$ cat src/rtl/rcs_pkg.sv
package rcs_pkg;
  localparam int BYTE_W = 8;
  localparam int MW_LEN = 8;
  localparam int MW_PW  = $clog2(MW_LEN);
  localparam logic [BYTE_W-1:0] IDLE_BYTE = 8'h7F;

  typedef struct packed {
    logic en;
    logic sel;
  } ctl_t;

  // one period of the milliwatt tone, u-law coded
  function automatic logic [BYTE_W-1:0] mw_byte(input logic [MW_PW-1:0] ph);
    logic [BYTE_W-1:0] b;
    case (ph[1:0])
      2'd0, 2'd3: b = 8'h1E;
      default:    b = 8'h0B;
    endcase
    // second half of the period is the negative lobe: sign bit set
    b[7] = ph[2];
    return b;
  endfunction
endpackage

$ cat src/rtl/rcs_ctrl_snap.sv
module rcs_ctrl_snap
  import rcs_pkg::*;
#(
  parameter int NCHAN = 24,
  parameter int CHW   = $clog2(NCHAN)
) (
  input  logic             clk,
  input  logic             rst_n,
  input  logic             beat_acc,
  input  logic             beat_fstart,
  input  logic [CHW-1:0]   beat_chan,
  input  logic [NCHAN-1:0] mark_in,
  input  logic             en_in,
  input  logic             sel_in,
  output logic             do_repl,
  output logic             use_mw
);
  localparam int SLOTS = 1 << CHW;

  logic [NCHAN-1:0] mark_q;
  ctl_t             ctl_q;
  logic [NCHAN-1:0] mark_eff;
  ctl_t             ctl_eff;
  logic [SLOTS-1:0] mark_pad;
  logic             take;

  assign take = beat_acc && beat_fstart;

  // frame-start beat uses the live pins, later beats the held copy
  always_comb begin
    if (beat_fstart) begin
      mark_eff = mark_in;
      ctl_eff  = '{en: en_in, sel: sel_in};
    end else begin
      mark_eff = mark_q;
      ctl_eff  = ctl_q;
    end
    mark_pad = '0;
    mark_pad[NCHAN-1:0] = mark_eff;
  end

  assign do_repl = ctl_eff.en && mark_pad[beat_chan];
  assign use_mw  = ctl_eff.sel;

  always_ff @(posedge clk) begin
    if (!rst_n) begin
      mark_q <= '0;
      ctl_q  <= '{en: 1'b0, sel: 1'b0};
    end else if (take) begin
      mark_q <= mark_in;
      ctl_q  <= '{en: en_in, sel: sel_in};
    end
  end


  snap_hold_chk: assert property (@(posedge clk) disable iff (!rst_n)
    !take |=> ($stable(mark_q) && $stable(ctl_q)));


  snap_load_chk: assert property (@(posedge clk) disable iff (!rst_n)
    take |=> (mark_q == $past(mark_in) && ctl_q.en == $past(en_in)
              && ctl_q.sel == $past(sel_in)));
endmodule

$ cat src/rtl/rcs_mw_seq.sv
module rcs_mw_seq
  import rcs_pkg::*;
(
  input  logic              clk,
  input  logic              rst_n,
  input  logic              frame_adv,
  output logic [BYTE_W-1:0] mw_code
);
  logic [MW_PW-1:0] phase_q;
  logic [MW_PW-1:0] phase_eff;

  // reset to the last phase so the first frame lands on phase 0
  assign phase_eff = frame_adv ? phase_q + 1'b1 : phase_q;
  assign mw_code   = mw_byte(phase_eff);

  always_ff @(posedge clk) begin
    if (!rst_n) phase_q <= '1;
    else if (frame_adv) phase_q <= phase_q + 1'b1;
  end


  phase_step_chk: assert property (@(posedge clk) disable iff (!rst_n)
    frame_adv |=> phase_q == $past(phase_q) + 1'b1);


  phase_idle_chk: assert property (@(posedge clk) disable iff (!rst_n)
    !frame_adv |=> $stable(phase_q));
endmodule

$ cat src/rtl/rcs_sub_stage.sv
module rcs_sub_stage
  import rcs_pkg::*;
#(
  parameter int CHW = 5
) (
  input  logic              clk,
  input  logic              rst_n,
  input  logic              in_valid,
  output logic              in_ready,
  input  logic [BYTE_W-1:0] in_data,
  input  logic [CHW-1:0]    in_chan,
  input  logic              in_fstart,
  input  logic              do_repl,
  input  logic              use_mw,
  input  logic [BYTE_W-1:0] mw_code,
  output logic              out_valid,
  input  logic              out_ready,
  output logic [BYTE_W-1:0] out_data,
  output logic [CHW-1:0]    out_chan,
  output logic              out_fstart
);
  logic              acc;
  logic [BYTE_W-1:0] sub_byte;
  logic [BYTE_W-1:0] nxt_byte;

  assign in_ready = !out_valid || out_ready;
  assign acc      = in_valid && in_ready;
  assign sub_byte = use_mw ? mw_code : IDLE_BYTE;
  assign nxt_byte = do_repl ? sub_byte : in_data;

  always_ff @(posedge clk) begin
    if (!rst_n) begin
      out_valid  <= 1'b0;
      out_data   <= '0;
      out_chan   <= '0;
      out_fstart <= 1'b0;
    end else if (acc) begin
      out_valid  <= 1'b1;
      out_data   <= nxt_byte;
      out_chan   <= in_chan;
      out_fstart <= in_fstart;
    end else if (out_ready) begin
      out_valid  <= 1'b0;
    end
  end


  stall_hold_chk: assert property (@(posedge clk) disable iff (!rst_n)
    (out_valid && !out_ready) |=> (out_valid && $stable(out_data) && $stable(out_chan)));


  stall_block_chk: assert property (@(posedge clk) disable iff (!rst_n)
    (out_valid && !out_ready) |-> !in_ready);


  pass_byte_chk: assert property (@(posedge clk) disable iff (!rst_n)
    (acc && !do_repl) |=> (out_valid && out_data == $past(in_data)));


  idle_byte_chk: assert property (@(posedge clk) disable iff (!rst_n)
    (acc && do_repl && !use_mw) |=> out_data == IDLE_BYTE);


  tone_byte_chk: assert property (@(posedge clk) disable iff (!rst_n)
    (acc && do_repl && use_mw) |=> out_data == $past(mw_code));


  chan_copy_chk: assert property (@(posedge clk) disable iff (!rst_n)
    acc |=> (out_chan == $past(in_chan) && out_fstart == $past(in_fstart)));
endmodule

$ cat src/rtl/rx_code_subst.sv
module rx_code_subst
  import rcs_pkg::*;
#(
  parameter int NCHAN = 24,
  parameter int CHW   = $clog2(NCHAN)
) (
  input  logic              clk,
  input  logic              rst_n,
  input  logic              in_valid,
  output logic              in_ready,
  input  logic [BYTE_W-1:0] in_data,
  input  logic [CHW-1:0]    in_chan,
  input  logic              in_fstart,
  output logic              out_valid,
  input  logic              out_ready,
  output logic [BYTE_W-1:0] out_data,
  output logic [CHW-1:0]    out_chan,
  output logic              out_fstart,
  input  logic [NCHAN-1:0]  chan_mark,
  input  logic              insert_en,
  input  logic              code_sel
);
  logic              acc;
  logic              do_repl;
  logic              use_mw;
  logic [BYTE_W-1:0] mw_code;

  assign acc = in_valid && in_ready;

  rcs_ctrl_snap #(.NCHAN(NCHAN), .CHW(CHW)) u_snap (
    .clk        (clk),
    .rst_n      (rst_n),
    .beat_acc   (acc),
    .beat_fstart(in_fstart),
    .beat_chan  (in_chan),
    .mark_in    (chan_mark),
    .en_in      (insert_en),
    .sel_in     (code_sel),
    .do_repl    (do_repl),
    .use_mw     (use_mw)
  );

  rcs_mw_seq u_mw (
    .clk      (clk),
    .rst_n    (rst_n),
    .frame_adv(acc && in_fstart),
    .mw_code  (mw_code)
  );

  rcs_sub_stage #(.CHW(CHW)) u_stage (
    .clk       (clk),
    .rst_n     (rst_n),
    .in_valid  (in_valid),
    .in_ready  (in_ready),
    .in_data   (in_data),
    .in_chan   (in_chan),
    .in_fstart (in_fstart),
    .do_repl   (do_repl),
    .use_mw    (use_mw),
    .mw_code   (mw_code),
    .out_valid (out_valid),
    .out_ready (out_ready),
    .out_data  (out_data),
    .out_chan  (out_chan),
    .out_fstart(out_fstart)
  );


  reset_state_chk: assert property (@(posedge clk)
    !rst_n |=> (!out_valid && in_ready));
endmodule

$ cat config.mk
export PLATFORM = sky130hd
export DESIGN_NAME = rx_code_subst
export DESIGN_NICKNAME = d
export VERILOG_FILES = /design/src/rtl/rcs_pkg.sv /design/src/rtl/rcs_ctrl_snap.sv /design/src/rtl/rcs_mw_seq.sv /design/src/rtl/rcs_sub_stage.sv /design/src/rtl/rx_code_subst.sv
export SDC_FILE = /design/constraint.sdc
export NUM_CORES = 1
export LEC_CHECK = 0
export BUFFER_PORTS_ARGS = -buffer_cell sky130_fd_sc_hd__buf_4
export CORE_MARGIN = 2
export CORE_UTILIZATION = 52
export DETAILED_ROUTE_END_ITERATION = 8
export HOLD_SLACK_MARGIN = 0.15
export PLACE_DENSITY = 0.79
export SETUP_SLACK_MARGIN = 0.15
export SYNTH_ARGS = -nofsm -noshare
export SYNTH_HDL_FRONTEND = slang
export SYNTH_SLANG_ARGS = --single-unit
$ cat constraint.sdc
create_clock -name clk -period 3.7 [get_ports clk]
set_input_delay 0.925 -clock clk [delete_from_list [all_inputs] [get_ports clk]]
set_output_delay 0.925 -clock clk [all_outputs]
set_load 0.02 [all_outputs]
**After elaboration in Yosys (flattened, before gate mapping)**

Index checks and enable logic that the tools add are counted.

- Reduce and logical (&&, ||, !) cells: 8
- $lt $le $gt $ge: 1
- Div/mod/pow operators: 0
- $add $sub $neg: 1
- Multiplexer cells: 10
- Multiply operators: 0
- Bitwise logic cells: 0
- Eq/ne operators: 1
- Shift operators: 0

Operator list:

| kind | count |
|---|---|
| $mux W24 | 1 |
| $mux W8 | 2 |
| $lt A5 B6 Y1 const B | 1 |
| $bmux W1 S5 | 1 |
| $mux W5 | 1 |
| $add A3 B1 Y3 const B | 1 |
| $logic_and A1 B1 Y1 | 3 |
| $mux W1 | 3 |
| $mux W3 | 1 |
| $eq A2 B2 Y1 const B | 1 |
| $logic_not A2 Y1 | 1 |
| $mux W2 | 1 |
| $reduce_bool A2 Y1 | 1 |
| $reduce_or A2 Y1 | 1 |
| $logic_not A1 Y1 | 1 |
| $logic_or A1 B1 Y1 | 1 |

- Output and inout bits: 16
- Logic and storage cells: 29
- Memory bits (writable): 0
- Bits of input ports: 44
- ROM bits: 0
- Bits in latches: 0
- Bits in registers: 44
- Memories kept: 0

**Longest topological paths before layout**

Gate-level depths: netlist (run 1).

- Depth in word-level cells: 10
- Mapped depth: 9
- Depth with buffers taken out: 6

**By module**

From an unflattened synthesis (run 1), not the netlist that was laid out.

- Cell total of the unflattened synthesis: 251
- Area, all modules: 2,303.5 um^2

By module, submodules not included:

| module | times used | cells an instance | area an instance (um^2) | sequential area each (um^2) |
|---|---|---|---|---|
| rcs_ctrl_snap | 1 | 153 | 1,420.1 | 520.5 |
| rcs_sub_stage | 1 | 72 | 659.4 | 300.3 |
| rcs_mw_seq | 1 | 24 | 211.5 | 60.1 |
| rx_code_subst | 1 | 2 | 12.5 | 0.0 |

**Least setup slack after synthesis (run 1)**

Ideal clock, no wire load.

- Path type: input -> register
- Start point: input port in_fstart
- End point: register u_stage.out_data[7]
- Setup slack: 0.851 ns
- Data required time: 3.626 ns
- Path buffers: 2
- Arrival: 2.775 ns
- Library setup time: 0.074 ns
- Cell stages on the path: 8
- Path through: buf_6 > buf_12 > mux2i_1 > mux4_2 > a221oi_2 > o21ai_2 > or4_1 > a31oi_1

- Word-level cells in the longest chain between the ends: 5
- Elaborated cells on any way between the ends: 9
- Those cells by class: mux: 7; reduce/logical: 2

RTL lines:

| what | line | source |
|---|---|---|
| from (decl) | rx_code_subst.sv:13 | `input logic in_fstart,` |
| $mux W24 | rcs_ctrl_snap.sv:31 | `if (beat_fstart) begin` |
| $bmux W1 S5 | rcs_ctrl_snap.sv:42 | `assign do_repl = ctl_eff.en && mark_pad[beat_chan];` |
| $mux W1 (implied by the code) | rcs_ctrl_snap.sv:42 |  |
| $logic_and A1 B1 Y1 | rcs_ctrl_snap.sv:42 |  |
| $mux W8 * | rcs_sub_stage.sv:29 | `assign nxt_byte = do_repl ? sub_byte : in_data;` |
| to (signal assigned) | rcs_sub_stage.sv:39 | `out_data <= nxt_byte;` |
| to (decl) | rcs_sub_stage.sv:18 | `output logic [BYTE_W-1:0] out_data,` |

Every way passes the cells marked *; elsewhere a longest branch is shown, timed or not. The select of a mux whose other input is x is not followed.
A chain may end at the register's enable or synchronous reset.

**Worst setup path after layout (run 1)**

Same ends and word-level chain as after synthesis.

==> results of run 1 <==
-- cells in the mapped netlist, drive strengths merged --
library cell / instances / area share, %
nand2: 70 / 12
dfxtp: 44 / 39
a21boi: 32 / 11
mux2i: 17 / 7.6
clkbuf: 15 / 2.5
o21ai: 9 / 2.2
nor2: 8 / 1.3
mux4: 7 / 7.9
buf: 5 / 2.2
inv: 4 / 0.67
a21oi: 3 / 0.67
a31oi: 3 / 0.84
nand3: 3 / 0.67
xnor2: 3 / 1.2
a211oi: 2 / 0.67
and3: 2 / 0.56
mux2: 2 / 1.0
nor2b: 2 / 0.56
nor3b: 2 / 0.67
o211ai: 2 / 0.67
o31ai: 2 / 0.67
or3: 2 / 0.56
a2111oi: 1 / 0.39
a21o: 1 / 0.33
a221oi: 1 / 0.67
a311o: 1 / 0.45
and2: 1 / 0.28
ha: 1 / 0.56
nand2b: 1 / 0.28
nor3: 1 / 0.22
o2111ai: 1 / 0.39
o311a: 1 / 0.45
o311ai: 1 / 0.39
or2: 1 / 0.28
or4: 1 / 0.33
xor2: 1 / 0.39
-- routing by layer --
layer / wire (um) / share of wire, % / GRT usage [%] / vias up
li1: - / - / - / 977
met1: 2140 / 45 / 24.2 / 896
met4: 54 / 1.1 / 5.77 / 0
met3: 253 / 5.3 / 4.94 / 6
met5: 0 / 0 / 0 / -
met2: 2340 / 49 / 36.3 / 53
-- power groups by stage --
stage	Sequential (W)	Clock, W	Combinational [W]
4_1_cts	0.000515	0.000318	0.000204
3_5_place_dp	0.000526	0	0.000204
5_1_grt	0.000518	0.000340	0.000223
3_3_place_gp	0.000525	0	0.000201
6_report	0.000515	0.000311	0.000203
2_1_floorplan	0.000538	0	0.000114
-- cells by family after synthesis --
| group | Yosys count | synth area share, % |
|---|---|---|
| and+or+nand+nor | 94 | 17.4 |
| buffers and inverters | 24 | 5.35 |
| xor gates and xnor gates | 4 | 1.56 |
| DFF | 44 | 39.2 |
| AOI/OAI and AO/OA | 60 | 19.4 |
| muxes | 26 | 16.4 |
| adders and majority gates | 1 | 0.557 |
-- layout make-up --
class	count	area share, %
clock buffer	6	3.00
clock inverter	2	0.363
inverter	4	0.545
multi-input combinational	185	45.2
sequential	44	32.0
tap	50	2.27
timing repair buffer	61	16.6
-- state kept, by name (all words and copies together), names as in the netlist --
signal / flops
u_snap.mark_q: 24
u_stage.out_data: 8
u_stage.out_chan: 5
u_mw.phase_q: 3
u_snap.ctl_q: 2
u_stage.out_fstart: 1
u_stage.out_valid: 1
-- stage by stage --
stage / std cells / instance area (um^2)
final: 352 / 2750
after global routing: 352 / 2750
after CTS: 352 / 2750
after detailed placement: 344 / 2660
after global placement: 344 / 2660
after floorplan: 253 / 2250
-- tightest hold or removal path, delay by kind of cell (launching register included) --
family | cells | cell delay (ps)
AO/OA/AOI/OAI | 1 | 60
AND/OR/NAND/NOR | 1 | 40
flip-flops | 1 | 310
-- worst min path at each step --
stage | startpoint | end | slack [ps] | cells after the start
after floorplan | u_snap.mark_q[13] | u_snap.mark_q[13] | 440 | 2
after global placement | u_snap.mark_q[23] | u_snap.mark_q[23] | 450 | 2
after detailed placement | u_snap.mark_q[22] | u_snap.mark_q[22] | 450 | 2
after CTS | u_snap.mark_q[22] | u_snap.mark_q[22] | 460 | 2
after global routing | u_snap.mark_q[22] | u_snap.mark_q[22] | 480 | 2
final | u_snap.mark_q[22] | u_snap.mark_q[22] | 460 | 2
==> results.yml, run 1 <==
sta:
  slew_viol_final: 0
  fin_hold_ws_ps: 460
  fin_skew_ps: 6.68
  finalCriticalPeriod_ps: 2750
  tightest_slew_ps: 528
  setup_slack_ps: 949
  hold_viol: 0
  rsz0062_at_grt: "no"
  setup_viol: 0
  fmax_ghz: 0.363
  tns_ps: 0
  fin_crit_sh_pct: 74.4
  relSlewSlack_pct: 64.8
power_and_ir_drop:
  clkPwrFrac_pct: 30.3
  power_frac_comb_pct: 19.7
  fin_total_pwr_w: 0.00103
  swShare_pct: 27.0
  switchingPower_w: 0.000278
  pwr-share-seq_pct: 50.0
  powerDensity_nw_per_um2: 373
  vdd_drop_max_mv: 0.292
  p_int_w: 0.000750
  leakage_nw: 1.17
synthesis:
  ys_seq_area_share_pct: 39.2
  ys_warn_count: 0
  ys_seq_elements: 44
  syn_nets: 298
  synth_cell_types: 41
  syn_avg_cell_area_um2: 8.88
  syn_area_um2: 2250
  syn-instance-count: 253
global_route:
  grt_pass1_wl_um: 8110
  grt_use_total_pct: 20.3
  grt_max_degree: 46
  antenna_found_initial: 0
  grt_pass1_vias: 1841
  grt_remaining_overflow: 0
worst_setup_path:
  cp-end-kind: "flip-flop"
  regToRegSetupSlack_ps: 1640
  reg2reg_from: "u_snap.mark_q[3]"
  endpoint: "u_stage.out_data[7]"
  slowest_stage: "or4_1"
  cpPeakStageDelay_ps: 510
  path_delay_family: "multiplexers"
  crit_buf_inv: 1
  path_depth: 7
  cp.required_ps: 3930
  worstSetupStartpoint: "in_fstart"
  startpoint_type: "input port"
  path_cells: "buf_4 > mux2i_1 > mux4_2 > a221oi_2 > o21ai_2 > or4_1 > a31oi_1"
  critPathMaxFanout: 24
  worst-setup-path-type: "in -> reg"
  r2r_end: "u_stage.out_data[7]"
  crit_arrival_ps: 2980
  r2r.worst_path.cells: 6
place:
  dp_hpwl_um: 3350
  gp_congestion: 0.814
  dpl_worst_slack_ps: 641
  io_buffer_count: 59
clocking:
  cts.sinks: 44
  htreeDepth: 2
  ctsHoldBuffers: 0
  cts_buffers: 5
  clock_latency_ps: 300
  cts_tree: "built"
  postCtsSetupBuffers: 0
  clk_pin_slew_ps: 80
  post_cts_resized: 0
  clockBufferDepth: 2
  root_buffer: "clkbuf_8"
final_layout:
  layout_commonest_cell: "nand2_1"
  syn2layout_area_growth_pct: 22.6
  fin_nets: 346
  regArea_um2: 881
  multi_input_area_um2: 1240
  diodes: 0
  drive_gt1_share_pct: 24.8
  fillCellCount: 359
  most-common-layout-cells: "nand2_1, buf_4, dfxtp_1, a21boi_0, mux2i_1"
  final_util_pct: 67.4
routing:
  drt-vias-per-instance: 5.49
  ant_nets: 0
  route.vias.total: 1932
  wl_per_cell_um: 13.6
  first_iter_violations: 133
  drcViolationCount: 0
  wl_um: 4790
  dr.pass1.iters: 4
floorplan:
  fp.dieH_um: 69.7
  pin_count: 60
  die-area_um2: 4860
  rows: 23
  coreArea_um2: 4090
  die_w_um: 69.7
  start_util_pct: 55.0
worst_hold_path:
  hold_class: "reg -> reg"
job:
  drv_cap: 0
run_status:
  status: "complete, no violations"
No activity file was read; power rests on OpenSTA's default activity.
==> run 2, diff against run 1 <==
--- a/config.mk
+++ b/config.mk
@@ -5,12 +5,13 @@
 export SDC_FILE = /design/constraint.sdc
 export NUM_CORES = 1
 export LEC_CHECK = 0
+export ABC_AREA = 1
 export BUFFER_PORTS_ARGS = -buffer_cell sky130_fd_sc_hd__buf_4
 export CORE_MARGIN = 2
-export CORE_UTILIZATION = 52
+export CORE_UTILIZATION = 47
 export DETAILED_ROUTE_END_ITERATION = 8
 export HOLD_SLACK_MARGIN = 0.15
-export PLACE_DENSITY = 0.79
+export PLACE_DENSITY = 0.75
 export SETUP_SLACK_MARGIN = 0.15
 export SYNTH_ARGS = -nofsm -noshare
 export SYNTH_HDL_FRONTEND = slang
==> constraint.sdc (replaced) <==
create_clock -name clk -period 2.35 [get_ports clk]
set_input_delay 0.5875 -clock clk [delete_from_list [all_inputs] [get_ports clk]]
set_output_delay 0.5875 -clock clk [all_outputs]
set_load 0.02 [all_outputs]
==> results.yml, run 2 <==
floorplan:
  rows: 25
  start_util_pct: 47.9
  die_w_um: 72.9
  pin_count: 60
  coreArea_um2: 4660
  fp.dieH_um: 72.9
  die-area_um2: 5310
synthesis:
  syn_avg_cell_area_um2: 6.86
  synth_edf_count: 0
  synth_cell_types: 29
  syn_area_um2: 2230
  ys_warn_count: 0
  syn-instance-count: 325
  async_flop_share_pct: 0
  post-synth-top-count-cell: "nand2_1"
  ys_seq_elements: 44
  syn_nets: 370
  yosys-top-cells-area: "dfxtp_1, nand2_1, a21oi_1, nand3_1, o21ai_0"
  synth_top_cell_by_area: "dfxtp_1"
  ys_seq_area_share_pct: 39.5
  yosys-top-cells-count: "nand2_1, dfxtp_1, a21oi_1"
  synth_top_area_share_pct: 39.5
  synthFlopType: "dfxtp_1"
routing:
  drcViolationCount: 0
  dr_wl_met2_um: 2580
  ant_nets: 0
  first_iter_violations: 125
  dr.pass1.iters: 4
  wl_met3_um: 324
  drt-vias-per-instance: 5.20
  wl_met1_um: 2490
  wl_um: 5500
  wl_per_cell_um: 12.7
  route.vias.total: 2258
  top_layer: "met4"
sta:
  setup_viol: 0
  fin_hold_ws_ps: 458
  relSlewSlack_pct: 49.8
  slew_viol_final: 0
  finalCriticalPeriod_ps: 1870
  tns_ps: 0
  fmax_ghz: 0.536
  fin_crit_sh_pct: 79.4
  tightest_slew_ps: 752
  fin_skew_ps: 5.39
  rsz0062_at_grt: "no"
  hold_viol: 0
clocking:
  post_cts_resized: 0
  htreeDepth: 2
  clock_latency_ps: 290
  cts.sinks: 44
  postCtsSetupBuffers: 0
  clk_pin_slew_ps: 80
  root_buffer: "clkbuf_8"
  ctsHoldBuffers: 0
  cts_tree: "built"
  clockBufferDepth: 2
  cts_buffers: 5
final_layout:
  fin_nets: 424
  layout_commonest_cell: "nand2_1"
  most-common-layout-cells: "nand2_1, buf_4, dfxtp_1, a21oi_1, nand3_1"
  diodes: 0
  final_util_pct: 59.4
  largest_reg_flops: 24
  largest-register: "u_snap.mark_q"
  syn2layout_area_growth_pct: 24.0
  drive_gt1_share_pct: 23.4
  largestRegisters: "u_snap.mark_q (24), u_stage.out_data (8), u_stage.out_chan (5)"
  fillCellCount: 457
worst_setup_path:
  crit_arrival_ps: 2060
  critPathMaxFanout: 28
  r2r.worst_path.cells: 10
  worstSetupStartpoint: "in_fstart"
  cp-end-kind: "flip-flop"
  regToRegSetupSlack_ps: 630
  reg2reg_from: "u_stage.out_valid"
  startpoint_type: "input port"
  endpoint: "u_stage.out_data[2]"
  worst-setup-path-type: "in -> reg"
  cp.required_ps: 2540
  r2r_end: "u_stage.out_data[0]"
power_and_ir_drop:
  vdd_drop_max_mv: 0.296
  powerDensity_nw_per_um2: 605
  leakage_nw: 1.29
global_route:
  grt_max_degree: 35
  grt_pass1_vias: 2010
  antenna_found_initial: 0
  grt_use_total_pct: 21.6
  grt_pass1_wl_um: 9120
  grt_remaining_overflow: 0
place:
  dp_hpwl_um: 3880
  gp_congestion: 0.812
  io_buffer_count: 59
worst_hold_path:
  hold_class: "reg -> reg"
job:
  drv_cap: 0
run_status:
  status: "complete, no violations"
run 2: critical path, cell delays in order:
cell and delay, ps:
buf_4 280, inv_8 130, nand2_1 90, nand3_1 90
nand3_1 100, nand2_1 60, nand2_1 60, nand2_1 60
nor2_2 140, nor2_4 70, nand2_4 100, inv_2 50
nand2_1 80, nand3_1 70, nand2_1 70, inv_1 40
run 2: final cells by class:
class	instances	area, um^2	area share [%]
tap	54	67.6	2.44
sequential	44	881	31.8
clock inverter	1	7.51	0.271
inverter	31	124	4.48
timing repair buffer	65	488	17.6
clock buffer	7	86.3	3.12
multi-input combinational	232	1110	40.2
run 2: kinds of logic (layout without fill, tap and decap cells):
group                      after synthesis  in the layout  synth area share (%)
AOI/OAI and AO/OA                       72             72                  18.2
xor gates and xnor gates                 2              2                 0.785
adders and majority gates                1              1                 0.561
buffers and inverters                   49            104                  10.7
DFF                                     44             44                  39.5
and+or+nand+nor                        157            157                  30.3
run 2: report_power, final:
part | internal [W] | total, W | leakage, nW | switching [W]
Clock | 0.000239 | 0.000493 | 0.0445 | 0.000253
Combinational | 0.000156 | 0.000365 | 0.885 | 0.000209
Sequential | 0.000795 | 0.000817 | 0.363 | 0.0000215
Total | 0.00119 | 0.00167 | 1.29 | 0.000484
run 2: through the flow:
stage / power [W] / instances / worst slack, ps / instance area (um^2)
finish: 0.00167 / 434 / 483 / 2770
global route: 0.00177 / 434 / 346 / 2770
CTS: 0.00169 / 434 / 506 / 2770
detailed placement: 0.00120 / 426 / 215 / 2670
global placement: 0.00119 / 426 / 221 / 2670
floorplan: 0.00106 / 325 / 471 / 2230
run 2: worst min path at each step:
stage / end / cells after the start / from
6_report: u_snap.mark_q[19] / 2 / u_snap.mark_q[19]
4_1_cts: u_snap.mark_q[22] / 2 / u_snap.mark_q[22]
3_5_place_dp: u_snap.mark_q[22] / 2 / u_snap.mark_q[22]
2_1_floorplan: u_snap.mark_q[23] / 2 / u_snap.mark_q[23]
5_1_grt: u_snap.mark_q[11] / 2 / u_snap.mark_q[11]
3_3_place_gp: u_snap.mark_q[13] / 2 / u_snap.mark_q[13]
run 2: metal layers:
layer,global-route usage (%),vias up
li1,-,1161
met1,28.5,1007
met2,34.7,77
met3,4.70,13
met4,8.02,0
met5,0,-
